**config.mk**
```make
export PLATFORM = sky130hd
export DESIGN_NAME = ext_bus_seq
export DESIGN_NICKNAME = d
export VERILOG_FILES = /design/src/rtl/ext_bus_seq_pkg.sv /design/src/rtl/ebs_slot_track.sv /design/src/rtl/ebs_drive.sv /design/src/rtl/ebs_capture.sv /design/src/rtl/ext_bus_seq.sv
export SDC_FILE = /design/constraint.sdc
export NUM_CORES = 1
export LEC_CHECK = 0
export BUFFER_PORTS_ARGS = -buffer_cell sky130_fd_sc_hd__clkbuf_2
export CAP_MARGIN = 40
export CORE_MARGIN = 2
export CORE_UTILIZATION = 53
export DETAILED_ROUTE_END_ITERATION = 8
export PLACE_DENSITY = 0.82
export SYNTH_ARGS = -nofsm -noshare
export SYNTH_HDL_FRONTEND = slang
export SYNTH_SLANG_ARGS = --single-unit
```
**constraint.sdc**
```tcl
create_clock -name clk -period 1.7 [get_ports clk]
set_input_delay 0.085 -clock clk [delete_from_list [all_inputs] [get_ports clk]]
set_output_delay 0.085 -clock clk [all_outputs]
set_load 0.02 [all_outputs]
```
**src/rtl/ext_bus_seq_pkg.sv**
```systemverilog
package ext_bus_seq_pkg;

  typedef enum logic [1:0] {
    CYC_IDLE  = 2'd0,
    CYC_FETCH = 2'd1,
    CYC_DRD   = 2'd2,
    CYC_DWR   = 2'd3
  } cyc_kind_e;

endpackage

```
**src/rtl/ebs_slot_track.sv**
```systemverilog
module ebs_slot_track
  import ext_bus_seq_pkg::*;
#(
  parameter int NSTATE = 5,
  parameter int ST_W   = 3,
  parameter int AW     = 12,
  parameter int DW     = 8
) (
  input  logic            clk,
  input  logic            rst_n,
  input  logic [ST_W-1:0] st_idx,
  input  logic            st_last,
  input  logic [1:0]      req_kind,
  input  logic [AW-1:0]   req_addr,
  input  logic [DW-1:0]   req_wdata,
  output logic [ST_W-1:0] nxt_slot,
  output cyc_kind_e       nxt_kind,
  output logic [AW-1:0]   nxt_addr,
  output logic [DW-1:0]   nxt_wdata
);

  localparam logic [ST_W-1:0] SLOT_END  = ST_W'(NSTATE - 1);
  localparam logic [ST_W-1:0] SLOT_ZERO = '0;

  logic            cyc_start;
  cyc_kind_e       kind_q;
  logic [AW-1:0]   addr_q;
  logic [DW-1:0]   wdata_q;

  // Slot that becomes current after the coming edge.
  always_comb begin
    cyc_start = st_last && (st_idx == SLOT_END);
    if (!st_last) begin
      nxt_slot = st_idx;
    end else if (st_idx == SLOT_END) begin
      nxt_slot = SLOT_ZERO;
    end else begin
      nxt_slot = st_idx + ST_W'(1);
    end
  end

  // Request view for the coming slot: new request at the cycle boundary.
  always_comb begin
    if (cyc_start) begin
      nxt_kind  = cyc_kind_e'(req_kind);
      nxt_addr  = req_addr;
      nxt_wdata = req_wdata;
    end else begin
      nxt_kind  = kind_q;
      nxt_addr  = addr_q;
      nxt_wdata = wdata_q;
    end
  end

  always_ff @(posedge clk or negedge rst_n) begin
    if (!rst_n) begin
      kind_q  <= CYC_IDLE;
      addr_q  <= '0;
      wdata_q <= '0;
    end else if (cyc_start) begin
      kind_q  <= nxt_kind;
      addr_q  <= nxt_addr;
      wdata_q <= nxt_wdata;
    end
  end

  AST_REQ_HOLD: assert property (@(posedge clk) disable iff (!rst_n)
    !(st_last && st_idx == SLOT_END) |=> (kind_q == $past(kind_q) && addr_q == $past(addr_q)))
    else $error("request changed outside cycle boundary");

endmodule

```
**src/rtl/ebs_drive.sv**
```systemverilog
module ebs_drive
  import ext_bus_seq_pkg::*;
#(
  parameter int               ST_W      = 3,
  parameter int               AW        = 12,
  parameter int               DW        = 8,
  parameter int               NW        = 4,
  parameter int               ADDR_LAST = 1,
  parameter int               STB_SLOT  = 3,
  parameter logic [NW-1:0]    NIB_IDLE  = '1
) (
  input  logic            clk,
  input  logic            rst_n,
  input  logic [ST_W-1:0] st_idx,
  input  logic [ST_W-1:0] nxt_slot,
  input  cyc_kind_e       nxt_kind,
  input  logic [AW-1:0]   nxt_addr,
  input  logic [DW-1:0]   nxt_wdata,
  output logic [DW-1:0]   bus_out,
  output logic            bus_oe,
  output logic [NW-1:0]   nib_out,
  output logic            psen_n,
  output logic            rd_n,
  output logic            wr_n
);

  localparam logic [ST_W-1:0] SLOT_ADDR_END = ST_W'(ADDR_LAST);
  localparam logic [ST_W-1:0] SLOT_STB      = ST_W'(STB_SLOT);
  localparam logic [ST_W-1:0] SLOT_ZERO     = '0;

  logic [DW-1:0] bus_d;
  logic          bus_en;
  logic          oe_d;
  logic [NW-1:0] nib_d;
  logic          psen_d, rd_d, wr_d;

  always_comb begin
    oe_d   = 1'b0;
    bus_en = 1'b0;
    bus_d  = bus_out;
    nib_d  = NIB_IDLE;
    psen_d = 1'b1;
    rd_d   = 1'b1;
    wr_d   = 1'b1;
    if (nxt_kind != CYC_IDLE) begin
      if (nxt_slot <= SLOT_ADDR_END) begin
        oe_d   = 1'b1;
        bus_en = 1'b1;
        bus_d  = nxt_addr[DW-1:0];
        if (nxt_kind == CYC_FETCH) begin
          nib_d = nxt_addr[AW-1:DW];
        end
      end else if (nxt_kind == CYC_DWR) begin
        oe_d   = 1'b1;
        bus_en = 1'b1;
        bus_d  = nxt_wdata;
        wr_d   = (nxt_slot != SLOT_STB);
      end else if (nxt_slot == SLOT_STB) begin
        psen_d = (nxt_kind != CYC_FETCH);
        rd_d   = (nxt_kind != CYC_DRD);
      end
    end
  end

  always_ff @(posedge clk or negedge rst_n) begin
    if (!rst_n) begin
      bus_out <= '0;
    end else if (bus_en) begin
      bus_out <= bus_d;
    end
  end

  always_ff @(posedge clk or negedge rst_n) begin
    if (!rst_n) begin
      bus_oe  <= 1'b0;
      nib_out <= NIB_IDLE;
      psen_n  <= 1'b1;
      rd_n    <= 1'b1;
      wr_n    <= 1'b1;
    end else begin
      bus_oe  <= oe_d;
      nib_out <= nib_d;
      psen_n  <= psen_d;
      rd_n    <= rd_d;
      wr_n    <= wr_d;
    end
  end

  AST_ADDR_HOLD: assert property (@(posedge clk) disable iff (!rst_n)
    (st_idx == SLOT_ADDR_END && $past(st_idx) == SLOT_ZERO && $past(rst_n))
      |-> (bus_out == $past(bus_out) && bus_oe == $past(bus_oe)))
    else $error("address moved across latch enable fall");

  AST_PSEN_SLOT: assert property (@(posedge clk) disable iff (!rst_n)
    !psen_n |-> (st_idx == SLOT_STB && rd_n && wr_n))
    else $error("program strobe outside strobe slot");

  AST_WR_DRIVE: assert property (@(posedge clk) disable iff (!rst_n)
    !wr_n |-> bus_oe)
    else $error("write strobe without bus drive");

  AST_NIB_DATA: assert property (@(posedge clk) disable iff (!rst_n)
    (!rd_n || !wr_n) |-> (nib_out == NIB_IDLE))
    else $error("nibble port active during data access");

endmodule

```
**src/rtl/ebs_capture.sv**
```systemverilog
module ebs_capture #(
  parameter int ST_W     = 3,
  parameter int DW       = 8,
  parameter int STB_SLOT = 3
) (
  input  logic            clk,
  input  logic            rst_n,
  input  logic [ST_W-1:0] st_idx,
  input  logic            st_last,
  input  logic            psen_n,
  input  logic            rd_n,
  input  logic [DW-1:0]   bus_in,
  output logic [DW-1:0]   rdata
);

  localparam logic [ST_W-1:0] SLOT_STB = ST_W'(STB_SLOT);

  logic          cap_en;
  logic [DW-1:0] rdata_d;

  always_comb begin
    cap_en  = st_last && (st_idx == SLOT_STB) && (!psen_n || !rd_n);
    rdata_d = bus_in;
  end

  always_ff @(posedge clk or negedge rst_n) begin
    if (!rst_n) begin
      rdata <= '0;
    end else if (cap_en) begin
      rdata <= rdata_d;
    end
  end

  AST_RDATA_HOLD: assert property (@(posedge clk) disable iff (!rst_n)
    ($past(rst_n) && $past(psen_n) && $past(rd_n)) |-> $stable(rdata))
    else $error("read data changed without a strobe");

endmodule

```
**src/rtl/ext_bus_seq.sv**
```systemverilog
module ext_bus_seq
  import ext_bus_seq_pkg::*;
#(
  parameter int            NSTATE    = 5,
  parameter int            AW        = 12,
  parameter int            DW        = 8,
  parameter int            ADDR_LAST = 1,
  parameter int            STB_SLOT  = 3,
  parameter int            ST_W      = $clog2(NSTATE),
  parameter int            NW        = AW - DW,
  parameter logic [NW-1:0] NIB_IDLE  = '1
) (
  input  logic            clk,
  input  logic            rst_n,
  input  logic [ST_W-1:0] st_idx,
  input  logic            st_last,
  input  logic [1:0]      req_kind,
  input  logic [AW-1:0]   req_addr,
  input  logic [DW-1:0]   req_wdata,
  input  logic [DW-1:0]   bus_in,
  output logic [DW-1:0]   bus_out,
  output logic            bus_oe,
  output logic [NW-1:0]   nib_out,
  output logic            psen_n,
  output logic            rd_n,
  output logic            wr_n,
  output logic [DW-1:0]   rdata
);

  logic [ST_W-1:0] nxt_slot;
  cyc_kind_e       nxt_kind;
  logic [AW-1:0]   nxt_addr;
  logic [DW-1:0]   nxt_wdata;

  ebs_slot_track #(
    .NSTATE (NSTATE),
    .ST_W   (ST_W),
    .AW     (AW),
    .DW     (DW)
  ) u_track (
    .clk       (clk),
    .rst_n     (rst_n),
    .st_idx    (st_idx),
    .st_last   (st_last),
    .req_kind  (req_kind),
    .req_addr  (req_addr),
    .req_wdata (req_wdata),
    .nxt_slot  (nxt_slot),
    .nxt_kind  (nxt_kind),
    .nxt_addr  (nxt_addr),
    .nxt_wdata (nxt_wdata)
  );

  ebs_drive #(
    .ST_W      (ST_W),
    .AW        (AW),
    .DW        (DW),
    .NW        (NW),
    .ADDR_LAST (ADDR_LAST),
    .STB_SLOT  (STB_SLOT),
    .NIB_IDLE  (NIB_IDLE)
  ) u_drive (
    .clk       (clk),
    .rst_n     (rst_n),
    .st_idx    (st_idx),
    .nxt_slot  (nxt_slot),
    .nxt_kind  (nxt_kind),
    .nxt_addr  (nxt_addr),
    .nxt_wdata (nxt_wdata),
    .bus_out   (bus_out),
    .bus_oe    (bus_oe),
    .nib_out   (nib_out),
    .psen_n    (psen_n),
    .rd_n      (rd_n),
    .wr_n      (wr_n)
  );

  ebs_capture #(
    .ST_W     (ST_W),
    .DW       (DW),
    .STB_SLOT (STB_SLOT)
  ) u_capture (
    .clk     (clk),
    .rst_n   (rst_n),
    .st_idx  (st_idx),
    .st_last (st_last),
    .psen_n  (psen_n),
    .rd_n    (rd_n),
    .bus_in  (bus_in),
    .rdata   (rdata)
  );

  AST_ONE_STROBE: assert property (@(posedge clk) disable iff (!rst_n)
    $countones({~psen_n, ~rd_n, ~wr_n}) <= 1)
    else $error("more than one strobe active");

  AST_NO_CONTENTION: assert property (@(posedge clk) disable iff (!rst_n)
    (!psen_n || !rd_n) |-> !bus_oe)
    else $error("bus driven while memory drives it");

endmodule

```
==> flow_summary.rst, run 1 <==
.. list-table::
   :header-rows: 1

   * - Metric
     - Value
   * - Final net count
     - 374
   * - Die Footprint
     - 5302 um^2
   * - Global-route wire length before repair
     - ~9.0 mm
   * - Detailed-route DRC error count
     - 0
   * - Per-cell routed wire length
     - 14.35 um
   * - Count of buffer and inverter cells on the critical path
     - 2
   * - Total Wirelength
     - 5.597 mm
   * - Clock Path Buffers
     - 2
   * - Number of levels in the clock H-tree
     - 2
   * - Shortest period the worst path allows
     - 1.492 ns
   * - Starting utilization of the core area
     - 54.22%
   * - Number of setup violations in the final report
     - 0
   * - Mapped Cells
     - approximately 250
   * - #FFs+latches synth
     - 46
   * - Post-route clock skew
     - between 0.015 and 0.02 ns
   * - Number of clock buffers inserted by TritonCTS
     - 5
   * - F_max
     - 670.1 MHz
   * - Relative slew slack
     - 59.16%
   * - Clock-pin slew on the worst setup and hold paths
     - 0.10 ns
   * - Cts repair resizes
     - 0
   * - Hold Path Class
     - input pin to flip-flop
   * - Number of setup buffers added after CTS
     - 0
   * - Post-synth cell types
     - 33
   * - Iteration count of the initial detailed-routing pass
     - 5
   * - Final weighted congestion in routability-driven placement
     - 0.8013
   * - Kind of capture point of the worst setup path
     - flip-flop
   * - Standard-cell row count
     - 25
   * - Worst Hold Slack
     - about 0.0069 ns
   * - RSZ-0062 raised after global routing
     - false
   * - Via count of the first global-routing pass
     - 1964
   * - Layout cell share with drive strength beyond 1
     - 35.71%
   * - Worst Path Max Fanout
     - 8
   * - Most common cell after layout, fill and taps aside
     - sky130_fd_sc_hd__nand2_1
   * - Place WS
     - -0.09508 ns
   * - Clock tree from TritonCTS
     - done
   * - Final core occ
     - 70.73%
   * - Share of the cycle needed by the critical path after routing
     - 87.78%
   * - Power Density
     - 1042 nW/um^2
   * - Maximum number of pins on one net before global-route repair
     - 47
   * - Post-DRT Antenna Nets
     - 0
   * - Overall power of the completed layout
     - 3411 uW
   * - Count of pins on the block boundary
     - 60
   * - Total via count after detailed routing
     - approximately 2100
   * - Required time of the worst setup path
     - 1.90 ns
   * - Antenna diode count
     - 0
   * - Kind of cell with the highest combined delay on the critical path
     - compound AO/OA/AOI/OAI gates
   * - Max-slew violation count
     - 0
   * - Sequential-to-total area share from yosys stat
     - 46.21%
   * - Count of final hold-check violations
     - 0
   * - Element type at the critical path start
     - input pin
   * - Number of buffers inserted by hold repair at cts
     - 20
   * - Run status
     - finished, final reports clean
   * - Relative area change from synthesis to final layout
     - 30.46%
   * - Total of buffers placed on input and output ports
     - 59
   * - Number of max-capacitance violations reported
     - 0
   * - Placed wire-length estimate after detailed placement
     - just under 4 mm
   * - First DRT Iteration DRCs
     - 138
   * - Final worst setup slack
     - 0.2077 ns
   * - Root buf cell
     - sky130_fd_sc_hd__clkbuf_8
   * - Leading cell types in the layout, fill and taps excluded
     - sky130_fd_sc_hd__nand2_1 (61), sky130_fd_sc_hd__clkbuf_2 (59), sky130_fd_sc_hd__dfrtp_1 (39)
   * - Average size of a mapped cell
     - ~10 um^2
   * - Yosys warning total
     - 0
   * - Die Width
     - ~73 um
   * - Highest ir drop seen on vdd
     - 0.0004005 V
   * - Vertical extent of the die
     - 72.82 um
   * - Data arrival at the endpoint of the critical path
     - 1.70 ns
   * - Setup TNS after final layout
     - 0 ns
   * - CP max stage delay
     - 0.29 ns
   * - Global router's overall resource usage
     - 22.07%
   * - Slew at the pin closest to its max-slew limit
     - a little over 0.6 ns
   * - Worst Path Class, Setup
     - input pin to flip-flop
   * - Static leakage power
     - 0.001690 uW
   * - Cells along the critical path
     - clkbuf_2 > ha_1 > ha_1 > a21o_1 > a21o_1 > buf_12 > mux2_2 > a221oi_2
   * - Total standard cell area after synthesis
     - 2510 um^2
   * - Clock Sink Count
     - 46
   * - Via density
     - ~5.3
   * - Std-Cell Core Area
     - 4629 um^2
   * - Initial antenna violation count
     - 0
   * - Synthesized netlist net count
     - 288
   * - Overflow left after global routing
     - 0
   * - Clock insertion delay at the later pin of the skew report
     - 0.31 ns
   * - Highest-delay cell along the critical path
     - sky130_fd_sc_hd__ha_1
-- state kept, by name (all words and copies together) (netlist names) --
signal / flops
u_track.addr_q: 12
u_capture.rdata: 8
u_drive.bus_out: 8
u_track.wdata_q: 8
u_drive.nib_out: 4
u_track.kind_q: 2
u_drive.bus_oe: 1
u_drive.psen_n: 1
u_drive.rd_n: 1
u_drive.wr_n: 1
-- synth_stat cells --
master | number | area [um^2]
sky130_fd_sc_hd__o21ai_1 | 1 | 5.000
sky130_fd_sc_hd__mux2i_1 | 18 | 180.2
sky130_fd_sc_hd__nor3b_2 | 1 | 12.51
sky130_fd_sc_hd__mux2_1 | 1 | 11.26
sky130_fd_sc_hd__a221o_1 | 1 | 10.01
sky130_fd_sc_hd__buf_2 | 8 | 40.04
sky130_fd_sc_hd__nor3_2 | 1 | 10.01
sky130_fd_sc_hd__and3_1 | 1 | 6.260
sky130_fd_sc_hd__buf_1 | 2 | 7.510
sky130_fd_sc_hd__nand2_1 | 61 | 229.0
sky130_fd_sc_hd__a21oi_2 | 2 | 17.52
sky130_fd_sc_hd__a221oi_2 | 8 | 120.1
sky130_fd_sc_hd__nand3_1 | 1 | 5.000
sky130_fd_sc_hd__dfstp_2 | 7 | 183.9
sky130_fd_sc_hd__o21bai_1 | 17 | 127.6
sky130_fd_sc_hd__a31oi_1 | 1 | 6.260
sky130_fd_sc_hd__o21ai_2 | 1 | 8.760
sky130_fd_sc_hd__or3_1 | 4 | 25.02
sky130_fd_sc_hd__nor2_1 | 17 | 63.81
sky130_fd_sc_hd__and2b_4 | 1 | 10.01
sky130_fd_sc_hd__a21oi_1 | 1 | 5.000
sky130_fd_sc_hd__buf_6 | 1 | 11.26
sky130_fd_sc_hd__nand2b_1 | 1 | 6.260
sky130_fd_sc_hd__clkbuf_1 | 6 | 22.52
sky130_fd_sc_hd__inv_1 | 6 | 22.52
sky130_fd_sc_hd__maj3_2 | 1 | 11.26
sky130_fd_sc_hd__ha_1 | 3 | 37.54
sky130_fd_sc_hd__nand3b_1 | 17 | 127.6
sky130_fd_sc_hd__mux2_2 | 16 | 180.2
sky130_fd_sc_hd__a21o_1 | 2 | 15.01
sky130_fd_sc_hd__dfrtp_1 | 39 | 975.9
sky130_fd_sc_hd__or2_1 | 1 | 6.260
sky130_fd_sc_hd__nand4b_1 | 1 | 8.760
-- per-layer routing --
| layer | GRT usage, % | vias to the layer above | part of all wire (%) |
|---|---|---|---|
| met1 | 28.07 | 983 | 44 |
| met3 | 4.558 | 8 | 5.3 |
| li1 | - | 1023 | - |
| met4 | 6.379 | 0 | 1.2 |
| met5 | 0 | - | 0 |
| met2 | 37.98 | 69 | 50 |
-- worst register-to-register path, stage by stage (launching register included) --
cell and delay [ns]:
sky130_fd_sc_hd__dfrtp_1 0.34, sky130_fd_sc_hd__buf_4 0.22, sky130_fd_sc_hd__inv_1 0.09, sky130_fd_sc_hd__maj3_2 0.43
sky130_fd_sc_hd__a221oi_2 0.29
-- report_power, final --
| part | switching, uW | internal, uW | total (uW) |
|---|---|---|---|
| registers | 144 | 1340 | 1480 |
| clock network | 404 | 294 | 699 |
| logic | 679 | 549 | 1230 |
-- cell families after synthesis --
logic type               Yosys count  share of synthesized area (%)
buffers and inverters             23                          4.138
AND/OR/NAND/NOR                  107                          20.34
flip-flops                        46                          46.21
multiplexers                      35                          14.81
AO/OA/AOI/OAI                     34                          12.56
adder cells (fa/ha/maj)            4                          1.944
-- per-stage QoR --
| step | cells | area [um^2] |
|---|---|---|
| after floorplan | 249 | 2510 |
| after global placement | 359 | 2952 |
| after detailed placement | 359 | 2952 |
| after CTS | 387 | 3244 |
| after global routing | 390 | 3274 |
| final | 390 | 3274 |
-- cell type report --
| cell class | count | area, um^2 |
|---|---|---|
| clock inverter | 3 | 23.77 |
| timing repair buffer | 96 | 680.7 |
| clock buffer | 5 | 68.82 |
| fill | 356 | 1355 |
| tap | 54 | 67.56 |
| sequential | 46 | 1160 |
| multi-input combinational | 180 | 1251 |
| inverter | 6 | 22.52 |
-- worst paths after layout --
path	startpoint	end	slack (ns)	cells past startpoint
max in group asynchronous	rst_n	u_drive.rd_n$_DFF_PN1_	1.13	3
hold / removal	bus_in[5]	u_capture.rdata[5]$_DFFE_PN0P_	0.007	2
setup reg to reg	u_track.kind_q[1]$_DFFE_PN0N_	u_drive.bus_out[4]$_DFFE_PN0P_	0.23	4
setup / recovery	st_idx[0]	u_drive.bus_out[4]$_DFFE_PN0P_	0.21	8
min in group asynchronous	rst_n	u_drive.bus_out[1]$_DFFE_PN0P_	0.29	3
hold reg to reg	u_track.addr_q[9]$_DFFE_PN0N_	u_track.addr_q[9]$_DFFE_PN0N_	0.47	2
(Power assumes the default switching activity.)
==> inputs of run 2 (changes only) <==
CORE_UTILIZATION = 52   (was 53)
SYNTH_HIERARCHICAL = 1   (was unset)
==> flow_summary.rst, run 2 <==
.. list-table::
   :header-rows: 1

   * - Metric
     - Value
   * - Detailed-route DRC error count
     - 0
   * - Worst Hold Slack
     - 0.006703 ns
   * - Top cell type's share of synthesized area
     - 42.93%
   * - Antenna diode count
     - 0
   * - Number of max-capacitance violations reported
     - 0
   * - Final net count
     - 263
   * - Critical Path Source
     - u_track/kind_q[0]$_DFFE_PN0P_
   * - Total Wirelength
     - roughly 4.0 mm
   * - Count of final hold-check violations
     - 0
   * - Static leakage power
     - approximately 0.0014 uW
   * - Count of pins on the block boundary
     - 60
   * - Primary FF master, synth
     - sky130_fd_sc_hd__dfrtp_1
   * - Minimum setup slack among reg-to-reg paths
     - 0.14 ns
   * - Most frequent CP cell
     - sky130_fd_sc_hd__mux2_4
   * - Relative area change from synthesis to final layout
     - 25.65%
   * - Via density
     - 5.126
   * - First DRT Iteration DRCs
     - 37
   * - Setup TNS after final layout
     - 0 ns
   * - Worst reg2reg endpoint
     - u_drive/bus_out[3]$_DFFE_PN0P_
   * - Kind of capture point of the worst setup path
     - flip-flop
   * - Overflow left after global routing
     - 0
   * - Cell with the most instances after synthesis
     - sky130_fd_sc_hd__mux2_2
   * - Data arrival at the endpoint of the critical path
     - 1.75 ns
   * - Flop pwr share
     - between 40% and 50%
   * - Total internal power
     - around 2300 uW
   * - Cell count after placement
     - 269
   * - Per-cell routed wire length
     - 14.29 um
   * - Share of the cycle needed by the critical path after routing
     - 91.62%
   * - Number of cells on the worst reg-to-reg path
     - 3
   * - Required time of the worst setup path
     - 1.89 ns
   * - Number of flip-flops in the largest register
     - 12
   * - Highest ir drop seen on vdd
     - around 0.00087 V
   * - Global router's overall resource usage
     - roughly 18%
   * - Number of buffers inserted by hold repair at cts
     - 1
   * - Die Width
     - 70.12 um
   * - Clock-pin slew on the worst setup and hold paths
     - 0.09 ns
   * - Worst Path Max Fanout
     - 9
   * - Starting utilization of the core area
     - 52.94%
   * - Clock Sink Count
     - 46
   * - Maximum number of pins on one net before global-route repair
     - 26
   * - Clock Path Buffers
     - 2
   * - Largest area contributor in the netlist
     - sky130_fd_sc_hd__dfrtp_1
   * - Vertical extent of the die
     - 70.12 um
   * - Final weighted congestion in routability-driven placement
     - approximately 0.68
   * - Element type at the critical path start
     - flip-flop
   * - Portion of total power attributed to the clock network
     - 20.7%
   * - Global-route wire length before repair
     - 6.969 mm
   * - Run status
     - finished, final reports clean
   * - Cells along the critical path
     - mux2_4 > maj3_2 > mux2_4
   * - Number of levels in the clock H-tree
     - 2
   * - Standard-cell row count
     - 24
   * - Root buf cell
     - sky130_fd_sc_hd__clkbuf_8
   * - Iteration count of the initial detailed-routing pass
     - 6
   * - Sequential-to-total area share from yosys stat
     - 51.02%
   * - Via count of the first global-routing pass
     - 1495
   * - Placed wire-length estimate after detailed placement
     - between 3 and 4 mm
   * - Number of enable-type register cells in the synthesized netlist
     - 0
   * - Leading cell types in the layout, fill and taps excluded
     - sky130_fd_sc_hd__clkbuf_2 (59), sky130_fd_sc_hd__mux2_2 (47), sky130_fd_sc_hd__dfrtp_1 (39)
   * - Total of buffers placed on input and output ports
     - 59
   * - Post-route clock skew
     - 0.008790 ns
   * - Hold Path Class
     - input pin to flip-flop
   * - #FFs+latches synth
     - 46
   * - Slew at the pin closest to its max-slew limit
     - approximately 0.56 ns
   * - Total via count after detailed routing
     - 1425
   * - Post-route cell area
     - 2856 um^2
   * - Post-synth cell types
     - 24
   * - Layout cell share with drive strength beyond 1
     - about three quarters
   * - Mapped Cells
     - between 100 and 150
   * - Proportion of power drawn by combinational gates
     - 33.2%
   * - Power Density
     - approximately 1100 nW/um^2
   * - Initial antenna violation count
     - 0
   * - Fill cell instance count of the final layout
     - 325
   * - Clock tree from TritonCTS
     - done
   * - CP max stage delay
     - 0.45 ns
   * - Total standard cell area after synthesis
     - 2273 um^2
   * - F_max
     - between 600 and 700 MHz
   * - Cell types with the largest area share after synthesis
     - sky130_fd_sc_hd__dfrtp_1 (43%), sky130_fd_sc_hd__mux2_2 (24%), sky130_fd_sc_hd__mux2_4 (13%)
   * - Number of setup buffers added after CTS
     - 0
   * - Final Instance Count excl. Fillers
     - approximately 280
   * - Number of setup violations in the final report
     - 0
   * - Worst setup endpoint
     - u_drive/bus_out[3]$_DFFE_PN0P_
   * - Highest-delay cell along the critical path
     - sky130_fd_sc_hd__maj3_2
   * - Cts repair resizes
     - 0
   * - Number of clock buffers inserted by TritonCTS
     - 5
   * - Worst Path Class, Setup
     - flip-flop to flip-flop
   * - Share of flip-flops with an asynchronous set or reset
     - 100.0%
   * - Max-slew violation count
     - 0
   * - Clock insertion delay at the later pin of the skew report
     - 0.31 ns
   * - Relative slew slack
     - around 63%
   * - Cell area after placement
     - 2756 um^2
   * - Register ranked first by flip-flop count
     - u_track/addr_q
   * - Final core occ
     - ~67%
   * - Top cells by count, synth
     - sky130_fd_sc_hd__mux2_2 (49), sky130_fd_sc_hd__dfrtp_1 (39), sky130_fd_sc_hd__mux2_4 (19)
   * - Shortest period the worst path allows
     - 1.557 ns
   * - Synthesized netlist net count
     - 184
   * - RSZ-0062 raised after global routing
     - false
   * - Post-DRT Antenna Nets
     - 0
   * - Net switching power of the design
     - 982.0 uW
   * - Most common cell after layout, fill and taps aside
     - sky130_fd_sc_hd__clkbuf_2
   * - Yosys warning total
     - 6
   * - Die Footprint
     - 4917 um^2
   * - Launch instance of the worst register-to-register path
     - u_track/kind_q[0]$_DFFE_PN0P_
   * - Std-Cell Core Area
     - roughly 4300 um^2
   * - Average size of a mapped cell
     - 15.57 um^2
   * - Net switching share of the total power
     - 30.38%
## run 2: cell count changes after synthesis, sizes merged, moves of 8 or more
cell	change
a221oi	-8
mux2	+51
nand3b	-15
nand2	-59
buf	-9
mux2i	-17
o21bai	-17
nor2	-15
## run 2: how the worst min path moves through the flow
| stage | depth (start not counted) | to | startpoint |
|---|---|---|---|
| 2_1_floorplan | 0 | u_capture/rdata[0]$_DFFE_PN0P_ | rst_n |
| 5_1_grt | 2 | u_capture/rdata[2]$_DFFE_PN0P_ | bus_in[2] |
| 3_5_place_dp | 1 | u_capture/rdata[1]$_DFFE_PN0P_ | rst_n |
| 6_report | 2 | u_capture/rdata[5]$_DFFE_PN0P_ | bus_in[5] |
| 3_3_place_gp | 1 | u_capture/rdata[4]$_DFFE_PN0P_ | rst_n |
| 4_1_cts | 2 | u_capture/rdata[5]$_DFFE_PN0P_ | bus_in[5] |
## run 2: per-layer routing
layer / wire length, um / up-vias / track usage (%)
met4: 43 / 0 / 4.487
met3: 214 / 6 / 5.339
met2: 2023 / 46 / 31.22
met5: 0 / - / 0
met1: 1691 / 693 / 22.49
li1: - / 680 / -
## run 2: final cells by class
type | count | area [um^2] | share of cell area [%]
clock inverters | 3 | 21.27 | 0.7446
repair buffers | 78 | 465.4 | 16.29
flip-flops and latches | 46 | 1160 | 40.60
multi-input cells | 92 | 1049 | 36.71
well taps | 52 | 65.06 | 2.278
inverters | 2 | 27.53 | 0.9636
clock buffers | 5 | 68.82 | 2.409
## run 2: worst max-delay path, delay by kind of cell (launching register included)
family / cells / cell delay (ns)
multiplexers: 2 / 0.61
adder cells (fa/ha/maj): 1 / 0.45
flip-flops: 1 / 0.39
## run 2: cell families (layout without fill, tap and decap cells)
kind of cell | after synthesis | in the layout | share of synthesized area (%)
compound gates | 5 | 5 | 1.596
fa+ha+maj | 3 | 3 | 1.596
buf+inv | 8 | 88 | 3.742
flops | 46 | 46 | 51.02
mux | 69 | 69 | 37.26
simple gates | 15 | 15 | 4.788
## run 2: stage by stage
step                      setup WS, ns  total power [uW]
after global routing           0.09349              3414
final                           0.1425              3233
after CTS                       0.1354              3272
after global placement         -0.1398              2557
after detailed placement       -0.1778              2595
after floorplan               -0.02630              2237
## run 2: power groups by stage
| stage | registers [uW] | logic [uW] | clock network, uW |
|---|---|---|---|
| finish | 1490 | 1070 | 670 |
| CTS | 1490 | 1090 | 688 |
| floorplan | 1650 | 589 | 0 |
| global placement | 1500 | 1050 | 0 |
| detailed placement | 1510 | 1090 | 0 |
| global route | 1520 | 1150 | 736 |
==> inputs of run 3 (changes only) <==
CORE_UTILIZATION = 40   (was 52)
PLACE_DENSITY = 0.66   (was 0.82)
==> flow_summary.rst, run 3 (synthesized netlist as in run 2, its figures left out) <==
.. list-table::
   :header-rows: 1

   * - Metric
     - Value
   * - Iteration count of the initial detailed-routing pass
     - 4
   * - Register ranked first by flip-flop count
     - u_track/addr_q
   * - Global-route wire length before repair
     - 6.568 mm
   * - Shortest period the worst path allows
     - 1.586 ns
   * - Die Width
     - 79.39 um
   * - Number of levels in the clock H-tree
     - 2
   * - Vertical extent of the die
     - around 79 um
   * - Final Instance Count excl. Fillers
     - 292
   * - Storage cell area
     - 1160 um^2
   * - Total internal power
     - roughly 2300 uW
   * - Power Density
     - ~1100 nW/um^2
   * - Total of buffers placed on input and output ports
     - 59
   * - Post-route cell area
     - 2863 um^2
   * - Cells along the critical path
     - clkbuf_2 > ha_1 > o21ai_0 > a22o_1 > nor2_4 > maj3_2 > mux2_4
   * - Total Wirelength
     - 3.920 mm
   * - Kind of cell with the highest combined delay on the critical path
     - adder cells
   * - Starting utilization of the core area
     - 41.29%
   * - Detailed-route DRC error count
     - 0
   * - First DRT Iteration DRCs
     - 19
   * - Element type at the critical path start
     - input pin
   * - Slew at the pin closest to its max-slew limit
     - 0.4678 ns
   * - Total via count after detailed routing
     - roughly 1400
   * - Fill cell instance count of the final layout
     - 502
   * - Worst Path Class, Setup
     - input pin to flip-flop
   * - Required time of the worst setup path
     - 1.87 ns
   * - Highest ir drop seen on vdd
     - between 0.0005 and 0.0006 V
   * - Share of the cycle needed by the critical path after routing
     - 93.31%
   * - Antenna diode count
     - 0
   * - Via density
     - 4.675
   * - Number of clock buffers inserted by TritonCTS
     - 5
   * - Net switching power of the design
     - around 940 uW
   * - Clock Path Buffers
     - 2
   * - Overall power of the completed layout
     - 3226 uW
   * - Final weighted congestion in routability-driven placement
     - 0.6860
   * - Number of max-capacitance violations reported
     - 0
   * - Number of flip-flops in the largest register
     - 12
   * - Most common cell after layout, fill and taps aside
     - sky130_fd_sc_hd__clkbuf_2
   * - Multi-input logic area
     - 1049 um^2
   * - Clock insertion delay at the later pin of the skew report
     - 0.29 ns
   * - Cell area after placement
     - 2761 um^2
   * - Count of pins on the block boundary
     - 60
   * - Placed wire-length estimate after detailed placement
     - 2.888 mm
   * - Cts repair resizes
     - 0
   * - Via count of the first global-routing pass
     - ~1500
   * - Cell count after placement
     - ~280
   * - Final net count
     - around 260
   * - Initial antenna violation count
     - 0
   * - Kind of capture point of the worst setup path
     - flip-flop
   * - Worst Hold Slack
     - around 0.027 ns
   * - Static leakage power
     - between 0.001 and 0.0015 uW
   * - Std-Cell Core Area
     - between 5000 and 6000 um^2
   * - Maximum number of pins on one net before global-route repair
     - 44
   * - Clock-pin slew on the worst setup and hold paths
     - 0.08 ns
   * - Post-DRT Antenna Nets
     - 0
   * - Global router's overall resource usage
     - 13.49%
   * - Count of final hold-check violations
     - 0
   * - Hold Path Class
     - input pin to flip-flop
   * - RSZ-0062 raised after global routing
     - false
   * - Clock tree from TritonCTS
     - done
   * - CP max stage delay
     - approximately 0.4 ns
   * - Count of buffer and inverter cells on the critical path
     - 1
   * - Worst Path Max Fanout
     - 9
   * - Die Footprint
     - 6303 um^2
   * - Root buf cell
     - sky130_fd_sc_hd__clkbuf_8
   * - Post-route clock skew
     - 0.006547 ns
   * - Flop pwr share
     - approximately 46%
   * - Clock Sink Count
     - 46
   * - Proportion of power drawn by combinational gates
     - 33.3%
   * - Data arrival at the endpoint of the critical path
     - 1.76 ns
   * - Highest-delay cell along the critical path
     - sky130_fd_sc_hd__maj3_2
   * - Standard-cell row count
     - 27
   * - Net switching share of the total power
     - roughly 29%
   * - Run status
     - finished, final reports clean
   * - Relative slew slack
     - 68.49%
   * - Max-slew violation count
     - 0
   * - Per-cell routed wire length
     - between 10 and 15 um
   * - Portion of total power attributed to the clock network
     - 20.6%
   * - F_max
     - 630.4 MHz
   * - Layout cell share with drive strength beyond 1
     - 72.73%
   * - Relative area change from synthesis to final layout
     - 25.92%
   * - Overflow left after global routing
     - 0
   * - Number of setup violations in the final report
     - 0
   * - Leading cell types in the layout, fill and taps excluded
     - sky130_fd_sc_hd__clkbuf_2 (59), sky130_fd_sc_hd__mux2_2 (47), sky130_fd_sc_hd__dfrtp_1 (39)
==> run 3: cell count changes in the layout (fill, tap and decap cells not counted), sizes merged <==
cell      previous run  this run
clkinv               2         1
clkbuf              64        66
clkinvlp             1         0
buf                 18        12
==> run 3: metal layers <==
layer,part of all wire [%],global-route usage [%],vias up
met1,47,16.90,649
met4,0.89,4.138,0
met2,47,22.97,47
met5,0,0,-
li1,-,-,664
met3,5.3,3.394,5
==> run 3: metrics by stage <==
step	utilization [%]	setup TNS (ns)	worst slack (ns)
2_1_floorplan	-	-0.2104	-0.02630
3_3_place_gp	50.15	-1.199	-0.1504
3_5_place_dp	50.15	-1.396	-0.1788
4_1_cts	51.99	0	0.1285
5_1_grt	51.99	0	0.05940
6_report	51.99	0	0.1138
==> run 3: power groups by stage <==
stage	Sequential, uW	Clock, uW	Combinational (uW)
global placement	1500	0	1060
detailed placement	1510	0	1090
floorplan	1650	0	589
global route	1520	744	1160
CTS	1490	702	1090
finish	1490	665	1070
==> run 3: repair_timing <==
item                                   CTS  global route
endpoints found under the hold margin   42             0
hold buffers                             1             0
setup buffers                            0             0
==> run 3: path summary, 6_finish.rpt <==
check / start / to / slack, ns / depth (start not counted)
max: st_idx[1] / u_drive/bus_out[2]$_DFFE_PN0P_ / 0.11 / 7
max in group asynchronous: rst_n / u_drive/nib_out[0]$_DFF_PN1_ / 1.06 / 3
max reg2reg: u_track/kind_q[1]$_DFFE_PN0P_ / u_drive/bus_out[2]$_DFFE_PN0P_ / 0.14 / 3
min reg2reg: u_track/addr_q[3]$_DFFE_PN0P_ / u_track/addr_q[3]$_DFFE_PN0P_ / 0.50 / 1
min in group asynchronous: rst_n / u_drive/rd_n$_DFF_PN1_ / 0.34 / 2
min: bus_in[0] / u_capture/rdata[0]$_DFFE_PN0P_ / 0.03 / 2
==> run 3: cell type report <==
cell class	instances	area share [%]
flip-flops and latches	46	40.52
multi-input cells	92	36.63
repair buffers	72	15.56
well taps	72	3.147
clock buffers	7	3.016
inverters	2	0.9615
clock inverters	1	0.1748
